--- config.mk ---
export PLATFORM = sky130hd
export DESIGN_NAME = pot_cmd_proc
export DESIGN_NICKNAME = d
export VERILOG_FILES = /design/src/rtl/pot_pkg.sv /design/src/rtl/pot_busy_timer.sv /design/src/rtl/pot_regfile.sv /design/src/rtl/pot_cmd_proc.sv
export SDC_FILE = /design/constraint.sdc
export NUM_CORES = 1
export LEC_CHECK = 0
export BUFFER_PORTS_ARGS = -buffer_cell sky130_fd_sc_hd__buf_4
export CORE_MARGIN = 2
export CORE_UTILIZATION = 25
export CTS_CLUSTER_SIZE = 14
export DETAILED_ROUTE_END_ITERATION = 8
export SETUP_SLACK_MARGIN = 0.1
export SLEW_MARGIN = 25
export SYNTH_ARGS = -nofsm -noshare
export SYNTH_HDL_FRONTEND = slang
export SYNTH_SLANG_ARGS = --single-unit
export TNS_END_PERCENT = 50
--- constraint.sdc ---
create_clock -name clk_i -period 3.5 [get_ports clk_i]
set_clock_uncertainty 0.1 [all_clocks]
set_input_delay 0.175 -clock clk_i [delete_from_list [all_inputs] [get_ports clk_i]]
set_output_delay 0.175 -clock clk_i [all_outputs]
set_load 0.01 [all_outputs]
--- src/rtl/pot_pkg.sv ---
package pot_pkg;
  localparam int N_DREG = 4;  // fixed by the 2-bit register select field

  typedef enum logic [2:0] {
    OP_STEP   = 3'b000,
    OP_GLOBAL = 3'b001,
    OP_D2W    = 3'b010,
    OP_W2D    = 3'b011,
    OP_RD_W   = 3'b100,
    OP_WR_W   = 3'b101,
    OP_RD_D   = 3'b110,
    OP_WR_D   = 3'b111
  } op_e;

  typedef enum logic [1:0] {ST_IDLE, ST_ADDR, ST_INSTR, ST_DATA} st_e;

  typedef struct packed {
    logic       wr_w;
    logic       wr_d;
    logic       step;
    logic       up;
    logic       d2w;
    logic       w2d;
    logic       all;
    logic [1:0] pot;
    logic [1:0] rsel;
  } cmd_t;
endpackage

--- src/rtl/pot_busy_timer.sv ---
module pot_busy_timer #(
  parameter int CYCLES = 20
) (
  input  logic clk_i,
  input  logic rst_ni,
  input  logic start_i,
  output logic busy_o
);
  localparam int CNT_W = $clog2(CYCLES + 1);
  logic [CNT_W-1:0] cnt_q;

  always_ff @(posedge clk_i or negedge rst_ni) begin
    if (!rst_ni) cnt_q <= '0;
    else if (start_i) cnt_q <= CNT_W'(CYCLES);
    else if (cnt_q != '0) cnt_q <= cnt_q - 1'b1;
  end

  assign busy_o = (cnt_q != '0);
endmodule

--- src/rtl/pot_regfile.sv ---
module pot_regfile
  import pot_pkg::*;
#(
  parameter int          N_POT   = 4,
  parameter int          W       = 6,
  parameter logic [W-1:0] R0_INIT = W'(32)
) (
  input  logic               clk_i,
  input  logic               rst_ni,
  input  logic               init_i,
  input  cmd_t               cmd_i,
  input  logic [W-1:0]       wdata_i,
  output logic [N_POT*W-1:0] wiper_o,
  output logic [W-1:0]       rd_w_o,
  output logic [W-1:0]       rd_d_o
);
  localparam logic [W-1:0] WMAX = {W{1'b1}};

  logic [W-1:0] wv [N_POT];
  logic [W-1:0] dv [N_POT];

  for (genvar p = 0; p < N_POT; p++) begin : g_pot
    logic [W-1:0] wiper_q;
    logic [W-1:0] dreg_q [N_DREG];
    logic         sel;

    assign sel = (int'(cmd_i.pot) == p);

    always_ff @(posedge clk_i or negedge rst_ni) begin
      if (!rst_ni) begin
        wiper_q <= '0;
      end else if (init_i) begin
        wiper_q <= dreg_q[0];
      end else if (cmd_i.wr_w && sel) begin
        wiper_q <= wdata_i;
      end else if (cmd_i.step && sel) begin
        if (cmd_i.up) wiper_q <= (wiper_q == WMAX) ? wiper_q : wiper_q + 1'b1;
        else          wiper_q <= (wiper_q == '0)   ? wiper_q : wiper_q - 1'b1;
      end else if (cmd_i.d2w && (sel || cmd_i.all)) begin
        wiper_q <= dreg_q[cmd_i.rsel];
      end
    end

    always_ff @(posedge clk_i or negedge rst_ni) begin
      if (!rst_ni) begin
        for (int r = 0; r < N_DREG; r++) dreg_q[r] <= (r == 0) ? R0_INIT : '0;
      end else if (cmd_i.wr_d && sel) begin
        dreg_q[cmd_i.rsel] <= wdata_i;
      end else if (cmd_i.w2d && (sel || cmd_i.all)) begin
        dreg_q[cmd_i.rsel] <= wiper_q;
      end
    end

    assign wv[p] = wiper_q;
    assign dv[p] = dreg_q[cmd_i.rsel];
    assign wiper_o[p*W +: W] = wiper_q;
  end

  assign rd_w_o = wv[cmd_i.pot];
  assign rd_d_o = dv[cmd_i.pot];
endmodule

--- src/rtl/pot_cmd_proc.sv ---
module pot_cmd_proc
  import pot_pkg::*;
#(
  parameter int               N_POT       = 4,
  parameter int               WIPER_W     = 6,
  parameter int               BUSY_CYCLES = 20,
  parameter logic [3:0]       DEV_TYPE    = 4'b0101,
  parameter logic [WIPER_W-1:0] R0_INIT   = WIPER_W'(32)
) (
  input  logic                     clk_i,
  input  logic                     rst_ni,
  input  logic                     start_i,
  input  logic                     stop_i,
  input  logic                     byte_valid_i,
  input  logic [7:0]               byte_i,
  input  logic [3:0]               addr_pins_i,
  output logic                     ack_o,
  output logic [7:0]               rd_data_o,
  output logic                     busy_o,
  output logic [N_POT*WIPER_W-1:0] wiper_o
);
  localparam int PAD = 8 - WIPER_W;

  st_e  st_q, st_d;
  op_e  op_q, op_b;
  logic [1:0] pot_q, rsel_q;
  logic ack_q, ack_d;
  logic [7:0] rd_q, rd_next;
  logic rd_load, go_busy, init_q, is_status;
  cmd_t cmd;
  logic [WIPER_W-1:0] rd_w, rd_d;

  assign op_b      = op_e'(byte_i[7:5]);
  assign is_status = (op_b == OP_STEP) && byte_i[0];

  always_comb begin
    st_d    = st_q;
    ack_d   = 1'b0;
    cmd     = '0;
    rd_load = 1'b0;
    go_busy = 1'b0;
    if (start_i) begin
      st_d = ST_ADDR;
    end else if (stop_i) begin
      st_d = ST_IDLE;
    end else if (byte_valid_i) begin
      unique case (st_q)
        ST_ADDR: begin
          if (byte_i[7:4] == DEV_TYPE && byte_i[3:0] == addr_pins_i) begin
            ack_d = 1'b1;
            st_d  = ST_INSTR;
          end else begin
            st_d = ST_IDLE;
          end
        end
        ST_INSTR: begin
          st_d     = ST_IDLE;
          cmd.pot  = byte_i[2:1];
          cmd.rsel = byte_i[4:3];
          if (int'(byte_i[2:1]) < N_POT && (!busy_o || is_status)) begin
            ack_d = 1'b1;
            unique case (op_b)
              OP_STEP:   if (byte_i[0]) rd_load = 1'b1; else st_d = ST_DATA;
              OP_WR_W,
              OP_WR_D:   st_d = ST_DATA;
              OP_RD_W,
              OP_RD_D:   rd_load = 1'b1;
              OP_D2W:    begin cmd.d2w = 1'b1; go_busy = 1'b1; end
              OP_W2D:    begin cmd.w2d = 1'b1; go_busy = 1'b1; end
              OP_GLOBAL: begin
                cmd.all = 1'b1;
                cmd.w2d = byte_i[0];
                cmd.d2w = !byte_i[0];
                go_busy = 1'b1;
              end
            endcase
          end
        end
        ST_DATA: begin
          cmd.pot  = pot_q;
          cmd.rsel = rsel_q;
          ack_d    = 1'b1;
          st_d     = ST_IDLE;
          unique case (op_q)
            OP_WR_W: cmd.wr_w = 1'b1;
            OP_WR_D: begin cmd.wr_d = 1'b1; go_busy = 1'b1; end
            OP_STEP: begin cmd.step = 1'b1; cmd.up = byte_i[7]; st_d = ST_DATA; end
            default: ack_d = 1'b0;
          endcase
        end
        default: ;
      endcase
    end
  end

  always_comb begin
    if (is_status)         rd_next = {7'b0, busy_o};
    else if (op_b == OP_RD_W) rd_next = {{PAD{1'b0}}, rd_w};
    else                   rd_next = {{PAD{1'b0}}, rd_d};
  end

  always_ff @(posedge clk_i or negedge rst_ni) begin
    if (!rst_ni) begin
      st_q   <= ST_IDLE;
      op_q   <= OP_STEP;
      pot_q  <= '0;
      rsel_q <= '0;
      ack_q  <= 1'b0;
      rd_q   <= '0;
      init_q <= 1'b1;
    end else begin
      init_q <= 1'b0;
      st_q   <= st_d;
      ack_q  <= ack_d;
      if (rd_load) rd_q <= rd_next;
      if (st_q == ST_INSTR && byte_valid_i && !start_i && !stop_i) begin
        op_q   <= op_b;
        pot_q  <= byte_i[2:1];
        rsel_q <= byte_i[4:3];
      end
    end
  end

  pot_regfile #(.N_POT(N_POT), .W(WIPER_W), .R0_INIT(R0_INIT)) u_regs (
    .clk_i, .rst_ni, .init_i(init_q), .cmd_i(cmd), .wdata_i(byte_i[WIPER_W-1:0]),
    .wiper_o, .rd_w_o(rd_w), .rd_d_o(rd_d)
  );

  pot_busy_timer #(.CYCLES(BUSY_CYCLES)) u_busy (
    .clk_i, .rst_ni, .start_i(go_busy), .busy_o
  );

  assign ack_o     = ack_q;
  assign rd_data_o = rd_q;
endmodule

==> flow_metrics.tcl, run 1 <==
set metrics [dict create \
    cp_num_cells 9 \
    antenna_found_initial 0 \
    synthSimpleGateAreaFrac_pct 16.8 \
    timing.rr.end "rd_data_o[0]" \
    io_pins 51 \
    wl_per_cell_microns 21.7 \
    yosysTopAreaCellShare_pct 37.3 \
    syn_avg_cell_area_sq_um 9.07 \
    syn_area_sq_um 9190 \
    finalCriticalPeriod_ns 3.25 \
    synth_edf_count 0 \
    clkSinkCount 142 \
    crit_slowest_cell "nor3_1" \
    clk_pin_slew_worst_paths_ns 0.07 \
    root_buffer "clkbuf_16" \
    vias_per_cell 5.68 \
    drt_first_pass_iters 8 \
    synthTopCellsByArea "dfrtp_1 37%, o31ai_1 7.4%, nand2_1 6.6%" \
    setup_viol 0 \
    cts_tree "yes" \
    rows 70 \
    cts_buffers 17 \
    power_mw 4.32 \
    syn_inst 1013 \
    cp_data_required_time_ns 3.72 \
    fmax_mhz 308 \
    synth_common_cells "161 x nand2_1, 137 x dfrtp_1, 91 x o31ai_1" \
    fp.dieH_microns 196 \
    vias 8734 \
    max_stage_delay_ns 0.80 \
    critical_path_buf_inv_count 2 \
    nets 1099 \
    insertion_delay_ns 0.44 \
    vdd_ir_drop_max_mv 0.330 \
    p_per_area_nw_per_um2 397 \
    synth_ff_type "dfrtp_1" \
    path_class "flop to flop" \
    synthAdderAreaFrac_pct 3.87 \
    dieArea_sq_um 38300 \
    grt_start_max_net_pins 73 \
    synth_top_family_by_area "compound AO/OA/AOI/OAI gates" \
    portBuffers 48 \
    core-area_sq_um 36400 \
    initial_core_util_pct 25.2 \
    ys_ff_latch 142 \
    post-dp-hpwl_microns 24000 \
    critPathTopFamily "compound AO/OA/AOI/OAI gates" \
    place_ws_ns 0.231 \
    reg2reg_slack_ns 0.25 \
    route.detailed.drc 0 \
    hold_class "input port to flop" \
    crit_end "rd_data_o[0]" \
    hold_slack_ns 0.0169 \
    synth_cell_types 79 \
    setup_tns_ns 0 \
    rr_startpoint "st_q[0]" \
    initialDrtViolationCount 924 \
    synth_compound_area_share_pct 28.5 \
    grt.overflow.total 0 \
    reg2regPathDepth 9 \
    yosysSeqAreaShare_pct 38.7 \
    cp-startpoint "st_q[0]" \
    grt_pass1_wl_microns 52000 \
    worstPathMaxFanout 18 \
    cp-start-kind "flop" \
    status "completed" \
    rsz0062_at_grt "yes" \
    yosysMostFrequentCell "nand2_1" \
    crit_arrival_ns 3.47 \
    worstPathCellList "inv_1 -> ha_1 -> a22oi_1 -> buf_12 -> nor3_1 -> a22oi_1 -> o21ai_0 -> a21oi_1 -> a221oi_1" \
    cts_max_level 4 \
    worst_setup_path_end_kind "flop" \
    finalCritPeriodShare_pct 92.7 \
    grtUsageTotal_pct 17.5 \
    ys_warn_count 0 \
    min_from "byte_i[3]" \
    hold_viol 0 \
    cap_violations 0 \
    synth_xor_area_share_pct 2.29 \
    chipWidth_microns 196 \
    critPathMostFrequentCell "a22oi_1" \
    ant_nets 0 \
    p_leak_nw 4.39 \
    gp_congestion 0.976 \
    async_flop_share_pct 100 \
    synth_area_leader_cell "dfrtp_1" \
    report.final.slew_viol_count 0 \
    drive_gt1_share_pct 17.1 \
    clock_path_buffers 2 \
    diodes 0 \
    grt_pass1_vias 8476 \
    worstMarginPinSlew_ns 0.983 \
    synthMuxAreaShare_pct 5.19 \
    area_growth_pct 18.4 \
    fin_ws_ns 0.254 \
    relSlewSlack_pct 33.9 \
    wl_microns 33300 \
]
power breakdown:
part | total [mW] | switching [mW] | internal, mW
Clock | 1.92 | 0.876 | 1.05
Sequential | 1.82 | 0.116 | 1.70
Combinational | 0.581 | 0.348 | 0.233
Total | 4.32 | 1.34 | 2.98
per-layer routing:
metal / part of all wire (%) / vias to the layer above / global-route usage (%)
met5: 0 / - / 0
met4: 3.8 / 0 / 6.87
met3: 8.2 / 92 / 2.92
met2: 45 / 437 / 27.6
met1: 43 / 4276 / 23.9
li1: - / 3929 / -
what timing repair did:
item,4_1_cts,5_1_grt
setup buffers,0,0
gates resized for setup,0,4
setup endpoints to repair,0,26
endpoints found under the hold margin,72,0
hold buffers,6,0
cells by family after synthesis:
family,Yosys count
AO/OA/AOI/OAI,354
other,1
XOR/XNOR,24
flip-flops,142
multiplexers,42
adder cells (fa/ha/maj),26
buffers and inverters,95
AND/OR/NAND/NOR,329
tightest hold or removal path, delay by kind of cell:
family	cells	cell delay, ns
buf+inv	1	0.19
simple gates	2	0.14
layout make-up:
cell class | instances | area [sq um]
flip-flops and latches | 142 | 3560
fillers | 3814 | 25600
clock inverters | 14 | 171
inverters | 18 | 67.6
multi-input cells | 778 | 5260
repair buffers | 99 | 800
well taps | 468 | 586
clock buffers | 18 | 439
per-stage QoR:
stage / utilization (%) / std cells / cell area, sq um
final: 29.9 / 1537 / 10900
after global routing: 29.9 / 1537 / 10900
after CTS: 29.8 / 1537 / 10900
after detailed placement: 28.0 / 1499 / 10200
after global placement: 28.0 / 1499 / 10200
after floorplan: - / 1015 / 9200
placed cells by master (no fill, tap or decap), drive strengths merged, types with 4 or more instances in the layout:
cell type / synthesis / layout
nand2: 161 / 161
dfrtp: 137 / 137
o31ai: 105 / 105
buf: 35 / 93
nor2: 61 / 61
a21oi: 49 / 49
o21ai: 44 / 44
mux2i: 33 / 33
nor3: 30 / 30
inv: 17 / 26
ha: 22 / 22
nand3: 21 / 21
a31oi: 20 / 20
o221ai: 19 / 19
clkbuf: 42 / 18
o22ai: 17 / 17
a22oi: 16 / 16
a211oi: 15 / 15
nand4: 14 / 14
xor2: 13 / 13
a21o: 13 / 13
xnor2: 11 / 11
and4: 8 / 8
a22o: 7 / 7
a221oi: 7 / 7
nor4: 6 / 6
o21bai: 6 / 6
dlygate4sd3: 0 / 6
mux2: 5 / 5
a211o: 5 / 5
o211ai: 5 / 5
dfstp: 5 / 5
or4: 5 / 5
clkinv: 1 / 5
and3: 4 / 4
a32oi: 4 / 4
mux4: 4 / 4
fa: 4 / 4
flip-flops by register name (all words and copies together), names as in the netlist, 2 cells and up:
signal,cells
u_regs.g_pot.wiper_q,24
rsel_q,2
u_busy.cnt_q,5
op_q,3
u_regs.g_pot.dreg_q,96
rd_data_o,6
st_q,2
pot_q,2
how the worst min path moves through the flow:
stage	endpoint	slack (ns)	cells past startpoint
6_report	rsel_q[0]	0.02	3
5_1_grt	rsel_q[1]	0.02	3
2_1_floorplan	ack_o	-0.22	0
3_5_place_dp	st_q[1]	0.15	1
3_3_place_gp	pot_q[0]	0.14	1
4_1_cts	rsel_q[1]	0.0008	3
No activity file was read; power rests on OpenSTA's default activity.
==> inputs of run 2 (changes only) <==
--- a/config.mk
+++ b/config.mk
@@ -6,6 +6,7 @@
 export NUM_CORES = 1
 export LEC_CHECK = 0
 export BUFFER_PORTS_ARGS = -buffer_cell sky130_fd_sc_hd__buf_4
+export CORE_ASPECT_RATIO = 1.75
 export CORE_MARGIN = 2
 export CORE_UTILIZATION = 25
 export CTS_CLUSTER_SIZE = 14
==> run 2 against run 1 <==
Final area up 0.85%. Critical path depth shrank 2. First-iteration DRC count down 34%. Final cell count grew 1.2%. Clock power about the same. Routed wire length grew 7.5%. Sequential share of layout area shrank 0.28 points. Power shrank 0.38%. Worst setup slack better by 0.020 ns. Critical endpoint is now u_regs.g_pot[3].dreg_q[6]. Largest cell class unchanged. Highest routed layer unchanged.
==> flow_metrics.tcl, run 2 (synthesis gave the netlist of run 1 again) <==
set metrics [dict create \
    cts_buffers 17 \
    initial_core_util_pct 25.4 \
    grt_busiest_layer "met2" \
    area_growth_pct 19.4 \
    post-cts-setup-buffers 0 \
    switching_share_pct 29.7 \
    hold_path_depth 3 \
    report.final.slew_viol_count 0 \
    cp-start-kind "flop" \
    io_pins 51 \
    wl_per_cell_microns 23.0 \
    fmax_mhz 310 \
    vias_per_cell 5.68 \
    setup_viol 0 \
    mostFrequentLayoutCells "161 x nand2_1, 137 x dfrtp_1, 105 x buf_4" \
    vias 8836 \
    finalCriticalPeriod_ns 3.23 \
    comb_power_share_pct 13.9 \
    fill_cells 3784 \
    setup_tns_ns 0 \
    multi_input_area_sq_um 5250 \
    net-switching-power_mw 1.28 \
    hold_viol 0 \
    insertion_delay_ns 0.45 \
    finalCritPeriodShare_pct 92.2 \
    root_buffer "clkbuf_16" \
    portBuffers 48 \
    nets 1116 \
    grt_start_max_net_pins 83 \
    drt_first_pass_iters 5 \
    p_per_area_nw_per_um2 392 \
    largest_reg_flops 96 \
    worst_setup_path_end_kind "flop" \
    post-dp-hpwl_microns 26600 \
    cap_violations 0 \
    crit_arrival_ns 3.47 \
    vdd_ir_drop_max_mv 0.340 \
    cp_data_required_time_ns 3.74 \
    grt_pass1_vias 8867 \
    cts_tree "yes" \
    ant_nets 0 \
    diodes 0 \
    min_from "byte_i[1]" \
    clkSinkCount 142 \
    initialDrtViolationCount 611 \
    route.detailed.drc 0 \
    grtUsageMet2_pct 32.7 \
    grtUsageTotal_pct 18.9 \
    whs_endpoint "pot_q[0]" \
    gr-usage-met1_pct 19.8 \
    worstPathMaxFanout 12 \
    drive_gt1_share_pct 17.9 \
    seq_area_sq_um 3560 \
    status "completed" \
    top_register "u_regs.g_pot.dreg_q" \
    p_leak_nw 4.45 \
    seqPwrFrac_pct 42.2 \
    gr-usage-met3_pct 3.64 \
    hold_class "input port to flop" \
    grt_pass1_wl_microns 54500 \
    grt.overflow.total 0 \
    core-area_sq_um 36100 \
    timing.rr.end "u_regs.g_pot[3].dreg_q[6]" \
    cts_max_level 4 \
    fp.dieH_microns 258 \
    dieArea_sq_um 38400 \
    wl_microns 35800 \
    layout_commonest_cell "nand2_1" \
    dpl_cell_area_sq_um 10300 \
    p_clk_share_pct 43.9 \
    rsz0062_at_grt "no" \
    path_class "flop to flop" \
    reg2regPathDepth 7 \
    chipWidth_microns 149 \
    p_int_mw 3.02 \
    rows 92 \
    final_area_sq_um 11000 \
    antenna_found_initial 0 \
    reg2reg_slack_ns 0.27 \
    clock_path_buffers 2 \
    power_mw 4.30 \
    worstMarginPinSlew_ns 0.969 \
    clk_pin_slew_worst_paths_ns 0.07 \
    gp_congestion 0.945 \
    rr_startpoint "st_q[0]" \
    relSlewSlack_pct 34.9 \
]
==> run 2: cell types whose count changed in the layout (fill, tap and decap cells not counted), sizes merged <==
cell,change
clkinvlp,+2
buf,+15
clkbuf,+1
bufinv,+1
dlygate4sd3,+2
inv,-4
==> run 2: worst max-delay path by stage <==
stage | from | endpoint | slack (ns)
6_report | st_q[0] | u_regs.g_pot[3].dreg_q[6] | 0.27
5_1_grt | st_q[1] | u_regs.g_pot[3].wiper_q[5] | 0.12
4_1_cts | st_q[1] | u_regs.g_pot[3].wiper_q[5] | 0.23
3_5_place_dp | st_q[1] | u_regs.g_pot[3].wiper_q[5] | 0.25
3_3_place_gp | st_q[1] | u_regs.g_pot[3].wiper_q[5] | 0.27
2_1_floorplan | st_q[1] | u_regs.g_pot[3].wiper_q[5] | 0.13
==> run 2: through the flow <==
stage                     std cells  util [%]  hold WS (ns)  setup WS, ns
after floorplan                1015         -        -0.221         0.125
after global placement         1516      28.5         0.213         0.270
after detailed placement       1516      28.5         0.206         0.251
after CTS                      1556      30.3       0.00938         0.229
after global routing           1556      30.4        0.0603         0.124
final                          1556      30.4        0.0278         0.274
==> run 2: layout make-up <==
cell class / count / area share, %
multi-input cells: 778 / 47.8
repair buffers: 116 / 8.38
well taps: 470 / 5.36
clock inverters: 13 / 1.40
inverters: 18 / 0.616
clock buffers: 19 / 4.04
flip-flops and latches: 142 / 32.4
==> run 2: power by group through the flow <==
stage | combinational (mW) | clock [mW] | sequential [mW]
after CTS | 0.594 | 1.90 | 1.81
after detailed placement | 0.583 | 0 | 1.84
after global routing | 0.654 | 1.98 | 1.82
final | 0.600 | 1.89 | 1.82
after floorplan | 0.353 | 0 | 1.81
after global placement | 0.575 | 0 | 1.84
==> run 2: critical path, cell delays in order, from the launching register on <==
cell,delay [ns]
dfrtp_1,0.41
inv_1,0.12
ha_1,0.38
nand4bb_1,0.25
or4_4,0.62
a211oi_2,0.53
o21ai_1,0.39
o31ai_1,0.32
==> run 2: repair_timing <==
item | 4_1_cts | 5_1_grt
endpoints found under the setup margin | 0 | 26
gates resized for setup | 0 | 3
hold buffers | 8 | 0
endpoints found under the hold margin | 83 | 0
==> run 2: metal layers <==
layer,up-vias,wire [microns]
li1,3955,-
met1,4286,12600
met2,437,18100
met3,158,2150
met4,0,2900
met5,-,0
